[src/rtl/busloan_pkg.sv]
package busloan_pkg;

    typedef enum logic [2:0] {
        OWNED_INTERNAL = 3'd0,
        WAIT_CYCLE_END = 3'd1,
        GRANT_GUARD    = 3'd2,
        GRANTED        = 3'd3,
        RETURN         = 3'd4
    } loan_state_e;

    typedef struct packed {
        logic ack;
        logic cs_force;
        logic ctrl_oe;
        logic addr_oe;
        logic internal;
    } pin_ctl_t;

    function automatic pin_ctl_t decode_pins(loan_state_e s);
        pin_ctl_t p;
        p.ack      = (s == GRANT_GUARD) || (s == GRANTED) || (s == RETURN);
        p.cs_force = p.ack;
        p.ctrl_oe  = !((s == GRANT_GUARD) || (s == GRANTED));
        p.addr_oe  = (s != GRANTED);
        p.internal = (s == OWNED_INTERNAL);
        return p;
    endfunction

endpackage

[src/rtl/busloan_sync.sv]
module busloan_sync #(
    parameter int STAGES = 2
) (
    input  logic clk,
    input  logic rst,
    input  logic d,
    output logic q
);
    logic [STAGES-1:0] chain;

    generate
        if (STAGES == 1) begin : g_one
            always_ff @(posedge clk) begin
                if (rst) chain <= '0;
                else     chain <= d;
            end
        end else begin : g_many
            always_ff @(posedge clk) begin
                if (rst) chain <= '0;
                else     chain <= {chain[STAGES-2:0], d};
            end
        end
    endgenerate

    assign q = chain[STAGES-1];
endmodule

[src/rtl/busloan_fsm.sv]
module busloan_fsm
    import busloan_pkg::*;
#(
    parameter int SHORT_DLY = 1,
    parameter int LONG_DLY  = 2
) (
    input  logic        clk,
    input  logic        rst,
    input  logic        req_sync,
    input  logic        cycle_done,
    input  logic        two_clk,
    output loan_state_e state
);
    localparam int DLY_W = $clog2(LONG_DLY + 1);
    localparam logic [DLY_W-1:0] SHORT_LOAD = DLY_W'(SHORT_DLY - 1);
    localparam logic [DLY_W-1:0] LONG_LOAD  = DLY_W'(LONG_DLY - 1);

    loan_state_e      nxt;
    logic [DLY_W-1:0] cnt;

    always_comb begin
        nxt = state;
        unique case (state)
            OWNED_INTERNAL: if (req_sync) nxt = WAIT_CYCLE_END;
            WAIT_CYCLE_END: begin
                if (!req_sync)       nxt = OWNED_INTERNAL;
                else if (cycle_done) nxt = GRANT_GUARD;
            end
            GRANT_GUARD: begin
                if (!req_sync)     nxt = RETURN;
                else if (cnt == '0) nxt = GRANTED;
            end
            GRANTED: if (!req_sync) nxt = RETURN;
            RETURN:  nxt = OWNED_INTERNAL;
            default: nxt = OWNED_INTERNAL;
        endcase
    end

    always_ff @(posedge clk) begin
        if (rst) begin
            state <= OWNED_INTERNAL;
            cnt   <= '0;
        end else begin
            state <= nxt;
            if (state == WAIT_CYCLE_END)
                cnt <= two_clk ? LONG_LOAD : SHORT_LOAD;
            else if (state == GRANT_GUARD && cnt != '0)
                cnt <= cnt - 1'b1;
        end
    end
endmodule

[src/rtl/busloan_refresh.sv]
module busloan_refresh (
    input  logic clk,
    input  logic rst,
    input  logic internal,
    input  logic refresh_req,
    output logic refresh_go,
    output logic pending
);
    always_ff @(posedge clk) begin
        if (rst)                          pending <= 1'b0;
        else if (!internal && refresh_req) pending <= 1'b1;
        else if (internal)                pending <= 1'b0;
    end

    assign refresh_go = internal && (refresh_req || pending);
endmodule

[src/rtl/busloan_ctrl.sv]
module busloan_ctrl
    import busloan_pkg::*;
#(
    parameter int SYNC_STAGES = 2,
    parameter int SHORT_DLY   = 1,
    parameter int LONG_DLY    = 2
) (
    input  logic clk,
    input  logic rst,
    input  logic ext_req,
    input  logic mc_cycle_done,
    input  logic mc_sdcs_n,
    input  logic cfg_two_clk,
    input  logic refresh_req,
    output logic ext_ack,
    output logic sdcs_n_out,
    output logic ctrl_oe,
    output logic addr_data_oe,
    output logic refresh_go,
    output logic mc_hold
);
    logic        req_sync;
    logic        pend;
    loan_state_e state;
    pin_ctl_t    pins;

    busloan_sync #(.STAGES(SYNC_STAGES)) u_sync (
        .clk(clk), .rst(rst), .d(ext_req), .q(req_sync)
    );

    busloan_fsm #(.SHORT_DLY(SHORT_DLY), .LONG_DLY(LONG_DLY)) u_fsm (
        .clk(clk), .rst(rst), .req_sync(req_sync),
        .cycle_done(mc_cycle_done), .two_clk(cfg_two_clk), .state(state)
    );

    assign pins = decode_pins(state);

    busloan_refresh u_ref (
        .clk(clk), .rst(rst), .internal(pins.internal),
        .refresh_req(refresh_req), .refresh_go(refresh_go), .pending(pend)
    );

    assign ext_ack      = pins.ack;
    assign sdcs_n_out   = pins.cs_force ? 1'b1 : mc_sdcs_n;
    assign ctrl_oe      = pins.ctrl_oe;
    assign addr_data_oe = pins.addr_oe;
    assign mc_hold      = !pins.internal || pend;
endmodule

[config.mk]
export PLATFORM = sky130hd
export DESIGN_NAME = busloan_ctrl
export DESIGN_NICKNAME = d
export VERILOG_FILES = /design/src/rtl/busloan_pkg.sv /design/src/rtl/busloan_sync.sv /design/src/rtl/busloan_fsm.sv /design/src/rtl/busloan_refresh.sv /design/src/rtl/busloan_ctrl.sv
export SDC_FILE = /design/constraint.sdc
export NUM_CORES = 1
export LEC_CHECK = 0
export BUFFER_PORTS_ARGS = -buffer_cell sky130_fd_sc_hd__buf_2
export CORE_AREA = 2 2 39 41
export DETAILED_ROUTE_END_ITERATION = 7
export DIE_AREA = 0 0 41 43
export GPL_TIMING_DRIVEN = 0
export PLACE_DENSITY = 0.54
export SETUP_SLACK_MARGIN = 0.5
export SYNTH_ARGS = -nofsm -noshare
export SYNTH_HDL_FRONTEND = slang
export SYNTH_HIERARCHICAL = 1
export SYNTH_SLANG_ARGS = --single-unit
[constraint.sdc]
create_clock -name clk -period 1.35 [get_ports clk]
set_input_delay 0.27 -clock clk [delete_from_list [all_inputs] [get_ports clk]]
set_output_delay 0.27 -clock clk [all_outputs]
set_load 0.005 [all_outputs]
==> impl_metrics.csv <==
group,metric,value,unit
sta,finalHoldViolCount,0,
logic_synthesis,ys_types,21,
sta,whs,0.241,ns
critical_path,endpoint_kind,"primary output",
logic_synthesis,synth_top_area_share,43.0,%
sta,fin_crit,1.45,ns
cells_and_area,final_layout_size_suffix_gt1_share,80.0,%
cells_and_area,layout_common_cells,"buf_2, buf_6, buf_4",
pwr,power_density,694,nW/um^2
floorplan,die_w,41,um
global_routing,met1_usage,10.4,%
clocking,clk_latency,0.25,ns
logic_synthesis,synthFlopType,"dfxtp_1",
clocking,cts-root-buf,"clkbuf_4",
floorplan,ioPinCount,13,
placement,pre_cts_ws,0.0210,ns
cells_and_area,final_common_cell,"buf_2",
sta,rsz0062_at_grt,"yes",
sta,maxSlewHeadroom,76.7,%
sta,finalCritPeriodShare,107,%
critical_path,arrival,1.18,ns
pwr,power_frac_clock,37.5,%
cells_and_area,antennaDiodeCount,0,
floorplan,die-area,1760,um^2
drt,first_pass_iters,2,
global_routing,antenna_found_initial,0,
logic_synthesis,synth_edf_count,0,
global_routing,grt_use_met2,19.1,%
critical_path,cp_max_fo,5,
sta,fin_ws,-0.100,ns
critical_path,start_kind,"flop",
drt,wl,880,um
clocking,cts_buffers,3,
global_routing,grt_pass1_wl,1290,um
logic_synthesis,yosysSeqAreaShare,43.0,%
drt,via_count,381,
logic_synthesis,ys_async_sr_fraction,0,%
global_routing,top_usage_layer,"met2",
floorplan,coreArea,1380,um^2
cells_and_area,fin_util,49.4,%
logic_synthesis,synth.area.top_cells,"dfxtp_1, nor4b_4, nor2b_1",
critical_path,critPathKind,"reg2out",
sta,fin_skew,0.00447,ns
critical_path,critPathRequiredTime,1.08,ns
clocking,cts_tree,"built",
sta,setup_viol_count_final,3,
critical_path,r2r_cells,4,
pwr,switching_share,22.1,%
cells_and_area,fillCellCount,140,
global_routing,grt_pass1_vias,325,
min_path,hold_end,"u_sync/chain[0]",
pwr,switchingPower,105,uW
drt,drtIter0Drc,2,
cells_and_area,nets,75,
critical_path,r2r_start,"u_fsm/state[2]",
min_path,whs_path_depth,2,
min_path,hp-start,"ext_req",
pwr,ir_drop,890,uV
logic_synthesis,netlist_instances,38,
placement,post_dp_cell_area,484,um^2
logic_synthesis,synth_nets,46,
global_routing,grt_use_total,10.9,%
global_routing,use_met3,7.85,%
placement,gp_congestion,0.681,
placement,hpwl,491,um
pwr,seqPwrFrac,50.6,%
clocking,cts_sinks,8,
sta,worst_pin_slew,0.348,ns
logic_synthesis,yosysTopAreaCell,"dfxtp_1",
clocking,hold_buffers,0,
logic_synthesis,syn_area,373,um^2
floorplan,rows,14,
min_path,hold_path_class,"in2reg",
clocking,clkTransAtPathRegs,0.05,ns
drt,drc,0,
global_routing,grt_overflow,0,
status,run_status,"finished with violations",
pwr,p_leak,0.000281,uW
clocking,cts_max_level,1,
drt,antenna_left,0,
cells_and_area,design_area,683,um^2
job,drv_cap,0,
status,violations,"negative setup slack",
drt,wire_per_inst,10.9,um
logic_synthesis,syn_area_per_cell,9.81,um^2
logic_synthesis,ys_warn_count,6,
global_routing,grt_max_degree,8,
floorplan,initial_core_util,26.9,%
floorplan,die_h,43,um
cells_and_area,syn2layout_area_growth,83.2,%
logic_synthesis,ys_seq_elements,8,
pwr,p_comb_share,11.9,%
cells_and_area,instances_no_fill,81,
sta,timing.final.max_slew_violations,0,
critical_path,timing.rr.end,"u_fsm/cnt[1]",
sta,max_freq,0.690,GHz
critical_path,r2r_setup_slack,0.07,ns
placement,placed_cells_incl_taps,66,
pwr,p_int,369,uW
placement,io_buffers,12,
clocking,cts_buffer_depth,2,
drt,via_per_inst,4.70,
-- metal layers --
layer	part of all wire, %	vias to the layer above
met5	0	-
li1	-	192
met2	56	10
met1	39	179
met4	0	0
met3	5.5	0
-- cells in the mapped netlist, types with 2 or more instances --
library cell / number
dfxtp_1: 8
inv_1: 4
nor2b_1: 3
nand2_1: 2
nand3b_1: 2
nor2_1: 2
nor2_2: 2
nor3_1: 2
-- state kept, by name (all words and copies together), names as in the netlist --
register / count
u_fsm/state: 3
u_fsm/cnt: 2
u_sync/chain: 2
u_ref/pending: 1
-- power groups by stage --
stage,clock network [uW],logic (uW),registers (uW)
2_1_floorplan,0,18.9,250
6_report,178,56.3,240
3_5_place_dp,0,36.8,251
3_3_place_gp,0,36.0,251
4_1_cts,186,50.9,239
5_1_grt,203,61.6,240
-- cell families after synthesis --
family                   count (synthesis)  share of synthesized area, %
flip-flops                               8                          43.0
AO/OA/AOI/OAI                            5                          11.4
adder cells (fa/ha/maj)                  1                          3.36
buffers and inverters                    4                          4.03
AND/OR/NAND/NOR                         20                          38.3
-- worst max-delay path by stage --
stage / startpoint / endpoint / depth (start not counted)
2_1_floorplan: u_fsm/cnt[1] / u_fsm/cnt[0] / 5
3_3_place_gp: u_fsm/state[0] / u_fsm/cnt[0] / 3
3_5_place_dp: u_fsm/state[0] / u_fsm/cnt[0] / 3
4_1_cts: u_fsm/state[2] / sdcs_n_out / 3
5_1_grt: u_fsm/state[2] / sdcs_n_out / 3
6_report: u_fsm/state[2] / sdcs_n_out / 3
-- worst max-delay path, cell delays in order, from the launching register on --
cell and delay (ns):
dfxtp_4 0.37, or3b_1 0.38, nand3b_1 0.09, buf_2 0.11
-- metrics by stage --
stage	TNS, ns	power, uW
2_1_floorplan	0	269
3_3_place_gp	0	287
3_5_place_dp	0	288
4_1_cts	-0.211	476
5_1_grt	-0.451	505
6_report	-0.203	474
-- final cells by class --
type,count,area [um^2],share of cell area [%]
clock buffers,3,22.5,3.30
well taps,16,20.0,2.93
flip-flops and latches,8,174,25.5
repair buffers,24,176,25.8
inverters,4,17.5,2.56
multi-input cells,26,273,39.9
-- repair_timing --
| item | in CTS | in global routing |
|---|---|---|
| setup endpoints to repair | 10 | 12 |
| resized for setup | 15 | 7 |
| pin swaps | 5 | 2 |
| buffers inserted | 10 | 2 |
(Power assumes the default switching activity.)
